File: src/rtl/sir_uart.sv
module sir_uart #(
  parameter int DEPTH   = 16,
  parameter int DIVW    = 16,
  parameter int TO_BITS = 32
) (
  input  logic            clk,
  input  logic            rst_n,
  input  logic [DIVW-1:0] cfg_baud_div,
  input  logic [1:0]      cfg_wlen,
  input  logic            cfg_par_en,
  input  logic            cfg_par_even,
  input  logic            cfg_stop2,
  input  logic            cfg_fifo_en,
  input  logic            cfg_break,
  input  logic            cfg_sir_en,
  input  logic            cfg_sir_lp,
  input  logic [8:0]      cfg_lp_div,
  input  logic [7:0]      tx_data,
  input  logic            tx_push,
  output logic            tx_full,
  input  logic            rx_pop,
  output logic [7:0]      rx_data,
  output logic            rx_perr,
  output logic            rx_ferr,
  output logic            rx_brk,
  output logic            rx_empty,
  output logic            rx_timeout,
  input  logic            serial_in,
  output logic            serial_out,
  input  logic            sir_in,
  output logic            sir_out
);
  localparam int AW = (DEPTH > 1) ? $clog2(DEPTH) : 1;
  localparam int CW = $clog2(DEPTH + 1);
  localparam int TOW = $clog2(TO_BITS * 16 + 1);
  localparam logic [TOW-1:0] TO_TICKS = TOW'(TO_BITS * 16);
  localparam logic [AW-1:0] LAST_IDX = AW'(DEPTH - 1);

  // shared timing
  logic [DIVW-1:0] os_cnt;
  logic [3:0] tx_ph;
  wire [DIVW-1:0] div_m1 = (cfg_baud_div == '0) ? '0 : cfg_baud_div - 1'b1;
  wire tick = (os_cnt == div_m1);
  wire bb = tick && (tx_ph == 4'd15);
  wire [3:0] wl = {2'b00, cfg_wlen} + 4'd5;
  wire [7:0] wmask = 8'hFF >> (4'd8 - wl);
  wire [CW-1:0] cap = cfg_fifo_en ? CW'(DEPTH) : CW'(1);

  always_ff @(posedge clk or negedge rst_n)
    if (!rst_n) begin
      os_cnt <= '0;
      tx_ph  <= '0;
    end else if (tick) begin
      os_cnt <= '0;
      tx_ph  <= tx_ph + 4'd1;
    end else begin
      os_cnt <= os_cnt + 1'b1;
    end

  // transmit queue
  logic [7:0] tx_mem [DEPTH];
  logic [AW-1:0] tx_wr, tx_rd;
  logic [CW-1:0] tx_cnt;
  logic [3:0] tx_rem;
  logic [11:0] tx_sh, tx_frame;
  logic tx_line;

  assign tx_full = (tx_cnt >= cap);
  wire tx_in   = tx_push && !tx_full;
  wire tx_load = bb && (tx_rem == 4'd0) && (tx_cnt != '0);

  always_ff @(posedge clk)
    if (tx_in) tx_mem[tx_wr] <= tx_data;

  always_ff @(posedge clk or negedge rst_n)
    if (!rst_n) begin
      tx_wr  <= '0;
      tx_rd  <= '0;
      tx_cnt <= '0;
    end else begin
      if (tx_in)   tx_wr <= (tx_wr == LAST_IDX) ? '0 : tx_wr + 1'b1;
      if (tx_load) tx_rd <= (tx_rd == LAST_IDX) ? '0 : tx_rd + 1'b1;
      tx_cnt <= tx_cnt + CW'(tx_in) - CW'(tx_load);
    end

  wire [7:0] td = tx_mem[tx_rd] & wmask;
  wire td_par = cfg_par_even ? ^td : ~^td;

  always_comb begin
    tx_frame = '1;
    tx_frame[0] = 1'b0;
    for (int i = 0; i < 8; i++)
      if (i < int'(wl)) tx_frame[i+1] = td[i];
    if (cfg_par_en) tx_frame[wl + 4'd1] = td_par;
  end

  always_ff @(posedge clk or negedge rst_n)
    if (!rst_n) begin
      tx_line <= 1'b1;
      tx_sh   <= '1;
      tx_rem  <= '0;
    end else if (bb) begin
      if (tx_rem != 4'd0) begin
        tx_line <= tx_sh[0];
        tx_sh   <= {1'b1, tx_sh[11:1]};
        tx_rem  <= tx_rem - 4'd1;
      end else if (tx_cnt != '0) begin
        tx_line <= 1'b0;
        tx_sh   <= {1'b1, tx_frame[11:1]};
        tx_rem  <= wl + {3'b000, cfg_par_en} + 4'd1 + {3'b000, cfg_stop2};
      end else begin
        tx_line <= 1'b1;
      end
    end

  // line output and pulse encoder
  wire tx_bit = tx_line && !cfg_break;
  logic [1:0] lp_rem;
  logic [8:0] lp_cnt;
  wire lp_fire = cfg_sir_en && cfg_sir_lp && tick && (tx_ph == 4'd5) && !tx_bit;

  always_ff @(posedge clk or negedge rst_n)
    if (!rst_n) begin
      lp_rem <= '0;
      lp_cnt <= '0;
    end else if (lp_fire) begin
      lp_rem <= 2'd3;
      lp_cnt <= '0;
    end else if (lp_rem != 2'd0) begin
      if (lp_cnt == cfg_lp_div) begin
        lp_cnt <= '0;
        lp_rem <= lp_rem - 2'd1;
      end else begin
        lp_cnt <= lp_cnt + 9'd1;
      end
    end

  wire sir_norm = !tx_bit && (tx_ph >= 4'd6) && (tx_ph <= 4'd8);
  assign serial_out = cfg_sir_en || tx_bit;
  assign sir_out = cfg_sir_en && (cfg_sir_lp ? (lp_rem != 2'd0) : sir_norm);

  // receive input conditioning
  logic [1:0] s_ser, s_sir;
  logic sir_d;
  logic [4:0] dcnt;

  always_ff @(posedge clk or negedge rst_n)
    if (!rst_n) begin
      s_ser <= 2'b11;
      s_sir <= 2'b00;
      sir_d <= 1'b0;
      dcnt  <= '0;
    end else begin
      s_ser <= {s_ser[0], serial_in};
      s_sir <= {s_sir[0], sir_in};
      sir_d <= s_sir[1];
      if (s_sir[1] && !sir_d) dcnt <= 5'd16;
      else if (tick && dcnt != 5'd0) dcnt <= dcnt - 5'd1;
    end

  wire rx_line = cfg_sir_en ? (dcnt == 5'd0) : s_ser[1];

  // receive framing
  logic armed, busy, allz, rx_pb;
  logic [3:0] rc, bidx;
  logic [7:0] rx_sh;
  wire [3:0] last = wl + {3'b000, cfg_par_en} + 4'd1;
  wire start_det = tick && !busy && armed && !rx_line;
  wire samp = tick && busy && (rc == 4'd7);
  wire rx_store = samp && (bidx == last);

  always_ff @(posedge clk or negedge rst_n)
    if (!rst_n) begin
      armed <= 1'b0;
      busy  <= 1'b0;
      allz  <= 1'b0;
      rx_pb <= 1'b0;
      rc    <= '0;
      bidx  <= '0;
      rx_sh <= '0;
    end else if (tick) begin
      if (!busy) begin
        armed <= rx_line;
        if (armed && !rx_line) begin
          busy <= 1'b1;
          rc   <= '0;
          bidx <= '0;
          allz <= 1'b1;
        end
      end else begin
        rc <= rc + 4'd1;
        if (rc == 4'd7) begin
          if (bidx == 4'd0 && rx_line) begin
            busy <= 1'b0;
          end else begin
            bidx <= bidx + 4'd1;
            if (bidx != 4'd0 && bidx <= wl) rx_sh <= {rx_line, rx_sh[7:1]};
            if (cfg_par_en && bidx == wl + 4'd1) rx_pb <= rx_line;
            if (bidx != 4'd0 && rx_line) allz <= 1'b0;
            if (bidx == last) begin
              busy  <= 1'b0;
              armed <= 1'b0;
            end
          end
        end
      end
    end

  wire [7:0] rd_data = rx_sh >> (4'd8 - wl);
  wire rd_par = cfg_par_even ? ^rd_data : ~^rd_data;
  wire [10:0] rd_word = {allz && !rx_line, !rx_line, cfg_par_en && (rx_pb != rd_par), rd_data};

  // receive queue
  logic [10:0] rx_mem [DEPTH];
  logic [AW-1:0] rx_wr, rx_rd;
  logic [CW-1:0] rx_cnt;
  logic [TOW-1:0] to_cnt;
  wire rx_in  = rx_store && (rx_cnt < cap);
  wire rx_out = rx_pop && (rx_cnt != '0);

  always_ff @(posedge clk)
    if (rx_in) rx_mem[rx_wr] <= rd_word;

  always_ff @(posedge clk or negedge rst_n)
    if (!rst_n) begin
      rx_wr  <= '0;
      rx_rd  <= '0;
      rx_cnt <= '0;
      to_cnt <= '0;
    end else begin
      if (rx_in)  rx_wr <= (rx_wr == LAST_IDX) ? '0 : rx_wr + 1'b1;
      if (rx_out) rx_rd <= (rx_rd == LAST_IDX) ? '0 : rx_rd + 1'b1;
      rx_cnt <= rx_cnt + CW'(rx_in) - CW'(rx_out);
      if (start_det || rx_in || rx_out) to_cnt <= '0;
      else if (tick && rx_cnt != '0 && to_cnt != TO_TICKS) to_cnt <= to_cnt + 1'b1;
    end

  assign {rx_brk, rx_ferr, rx_perr, rx_data} = rx_mem[rx_rd];
  assign rx_empty = (rx_cnt == '0);
  assign rx_timeout = (to_cnt == TO_TICKS) && !rx_empty;
endmodule

File: config.mk
export PLATFORM = sky130hd
export DESIGN_NAME = sir_uart
export DESIGN_NICKNAME = d
export VERILOG_FILES = /design/src/rtl/sir_uart.sv
export SDC_FILE = /design/constraint.sdc
export NUM_CORES = 1
export LEC_CHECK = 0
export CAP_MARGIN = 40
export CORE_UTILIZATION = 62
export CTS_CLUSTER_SIZE = 14
export DETAILED_ROUTE_END_ITERATION = 12
export MAX_ROUTING_LAYER = met4
export PLACE_DENSITY = 0.89
export SYNTH_ARGS = -nofsm -noshare
export SYNTH_HDL_FRONTEND = slang
export SYNTH_SLANG_ARGS = --single-unit
File: constraint.sdc
create_clock -name clk -period 4.65 [get_ports clk]
set_clock_uncertainty 0.2 [all_clocks]
set_input_delay 0.6975 -clock clk [delete_from_list [all_inputs] [get_ports clk]]
set_output_delay 0.6975 -clock clk [all_outputs]
set_load 0.02 [all_outputs]
==> reports/qor.yml <==
post_layout_nonfiller_instances: 1963
r2r_end: "tx_sh[7]$_DFFE_PN1P_"
grt_pass1_wl_um: 69600
hold_class: "flop to flop"
synthTopCellsByArea: "edfxtp_1, dfrtp_1, mux4_2"
p_leak_nw: 8.31
synthArstFlopShare_pct: 27.1
gr-total-overflow: 0
cp_cell_sequence: "clkdlybuf4s50_1 > or4_4 > o31a_1 > or2_2 > o311ai_1 > nand4_1 > buf_4 > nor3b_4 > and2_4 > inv_1 > ha_1 > inv_1 > ha_1 > fa_2 > a21oi_2 > nor2_1 > nor2_1 > xnor2_1"
multi_input_area_um2: 7270
pwr-share-clk_pct: 33.3
coreArea_um2: 30900
rr_startpoint: "tx_rd[1]$_DFFE_PN0P_"
synth_nets: 1482
ys_types: 72
synth_edf_count: 304
rows: 64
final_layout_size_suffix_gt1_share_pct: 21.5
min_from: "s_ser[0]$_DFF_PN1_"
io_buffer_count: 63
worstSkewPairLatency_ps: 540
period_needed_ps: 4520
drt-pass1-iter-count: 5
cp_max_fo: 4
period_share_pct: 97.3
start_kind: "input pin"
dp_hpwl_um: 28500
initial_utilization_pct: 63.6
syn-cell-area_um2: 19700
synth_top_area_share_pct: 46.4
antenna_found_initial: 0
grt_use_total_pct: 28.6
post_drt_wl_per_cell_um: 22.5
dp.cells: 1885
total_power_mw: 9.63
critical_path.max_stage_delay_ps: 580
netlist_instances: 1371
slew_headroom_pct: 41.4
required_ps: 4910
outcome: "finished, final reports clean"
wl_um: 44200
cts_tree: "yes"
cts_made_buffers: 42
power.switching_mw: 2.60
max-cap-violations: 0
htreeDepth: 2
combPwrFrac_pct: 20.5
preCtsSetupSlack_ps: -525
vias: 12500
setup_slack_ps: 128
holdPathStages: 0
tightest_slew_ps: 871
p_int_mw: 7.03
drt_iter0_drc: 1079
die_h_um: 180
peakVddDrop_mv: 0.355
gp_congestion: 0.888
finalHoldViolCount: 0
die_w_um: 180
clockBufferDepth: 3
ant_nets: 0
num_antenna_cells: 0
nFillCells: 1812
drv_slew: 0
crit_arrival_ps: 4780
clk_pin_slew_worst_paths_ps: 60
synth_flop_cell: "edfxtp_1"
routed_via_density: 6.36
first_global_vias: 12700
ios: 64
yosys.area.top_type: "edfxtp_1"
yosysWarnings: 0
clockRootBuffer: "clkbuf_16"
seq_area_frac_synth_pct: 60.9
die_area_um2: 32400
critPathSlowestCell: "or4_4"
cp-end-kind: "flop"
path_class: "input pin to flop"
min_to: "s_ser[1]$_DFF_PN1_"
area_delta_synth_final_pct: 17.5
power_frac_seq_pct: 46.1
setup-violations-final: 0
ys_ff_latch: 417
rrSetupSlack_ps: 660
clock-sinks: 417
grt_max_degree: 54
avgSynthCellArea_um2: 14.3
drc: 0
powerDensity_nw_per_um2: 417
rr_worst_depth: 11
maxClockFrequency_mhz: 221
swShare_pct: 27.0
nNetsFinal: 1648
regArea_um2: 12000
routing by layer:
metal | track usage, % | share of wire [%] | vias to the layer above
met1 | 34.8 | 38 | 6223
met5 | - | 0 | -
met4 | 9.54 | 3.3 | 0
li1 | - | - | 5550
met3 | 3.70 | 6.1 | 122
met2 | 49.8 | 52 | 580
cell families (layout without fill, tap and decap cells):
| family | count (synthesis) | in the layout | share of synthesized area, % |
|---|---|---|---|
| AND/OR/NAND/NOR | 394 | 394 | 10.9 |
| AO/OA/AOI/OAI | 158 | 158 | 5.27 |
| adder cells (fa/ha/maj) | 63 | 63 | 4.12 |
| multiplexers | 133 | 133 | 12.5 |
| flip-flops | 417 | 417 | 60.9 |
| buffers and inverters | 127 | 323 | 2.56 |
| XOR/XNOR | 79 | 79 | 3.80 |
worst max-delay path by stage:
stage	startpoint	endpoint
after floorplan	cfg_baud_div[0]	tx_cnt[4]$_DFF_PN0_
after global placement	cfg_baud_div[6]	tx_cnt[4]$_DFF_PN0_
after detailed placement	cfg_baud_div[6]	rx_cnt[4]$_DFF_PN0_
after CTS	cfg_baud_div[6]	tx_cnt[4]$_DFF_PN0_
after global routing	cfg_baud_div[6]	rx_cnt[4]$_DFF_PN0_
final	cfg_baud_div[8]	rx_cnt[4]$_DFF_PN0_
critical path: cells and delay by family:
kind | cells | cell delay (ps)
and+or+nand+nor | 7 | 1600
adders and majority gates | 3 | 840
AOI/OAI and AO/OA | 3 | 820
buffers and inverters | 4 | 690
xor gates and xnor gates | 1 | 120
synth_stat cells, types with 6 or more instances:
cell,instances
and3_1,31
ha_1,60
dfrtp_1,99
o21ai_0,41
xor2_1,25
nor3b_1,9
edfxtp_1,304
clkbuf_1,49
mux2_2,17
or2_2,8
a31oi_1,16
mux4_2,88
or4_1,6
nand3b_1,7
nor3_1,27
nor2b_1,19
nand4_1,14
nand3_1,39
or3_1,8
nand2b_1,17
and2_1,16
buf_1,10
xnor2_1,50
nor4b_1,9
nor4_1,13
o31ai_1,6
a21oi_1,35
inv_1,61
nor2_1,88
a2111oi_0,6
dfstp_2,14
mux2i_1,28
nand4b_1,8
nand2_1,63
power by group through the flow:
stage	Clock (mW)	Sequential [mW]	Combinational (mW)
CTS	3.24	4.44	1.97
floorplan	0	4.39	1.41
global route	3.38	4.47	2.16
global placement	0	4.51	1.82
detailed placement	0	4.51	1.95
finish	3.21	4.44	1.98
flip-flops by register name (all words and copies together) (netlist names), 5 cells and up:
signal / count
dcnt: 5
tx_sh: 11
rx_cnt: 5
rx_mem: 176
rx_sh: 8
tx_cnt: 5
lp_cnt: 9
tx_mem: 128
to_cnt: 10
os_cnt: 16
layout make-up:
class | instances | area share [%]
timing repair buffer | 188 | 7.96
sequential | 417 | 51.8
multi-input combinational | 827 | 31.5
inverter | 61 | 0.991
clock buffer | 57 | 5.02
clock inverter | 17 | 0.580
tap | 396 | 2.14
what timing repair did:
item | CTS | global route
pin swaps | 0 | 12
cloned | 0 | 0
hold endpoints to repair | 11 | 0
setup buffers | 0 | 4
hold buffers | 1 | 0
resized for setup | 2 | 17
setup endpoints to repair | 1 | 3
through the flow:
| step | setup TNS (ps) | area (um^2) | utilization, % | hold slack [ps] |
|---|---|---|---|---|
| 3_5_place_dp | -3210 | 21700 | 70.2 | 151 |
| 6_report | 0 | 23100 | 74.7 | 158 |
| 4_1_cts | 0 | 23000 | 74.5 | 160 |
| 5_1_grt | -321 | 23100 | 74.7 | 162 |
| 2_1_floorplan | -314 | 19700 | - | 131 |
| 3_3_place_gp | -1550 | 21700 | 70.1 | 137 |
placed cells by master, fill, tap and decap left out, drive strengths merged, types with 41 or more instances in the layout:
master and count:
dfrtp 99, clkdlybuf4s50 60, clkbuf 57, xnor2 50
inv 63, o21ai 41, nor2 88, edfxtp 304
nand2 63, buf 125, ha 60, mux4 88
No activity file was read; power rests on OpenSTA's default activity.
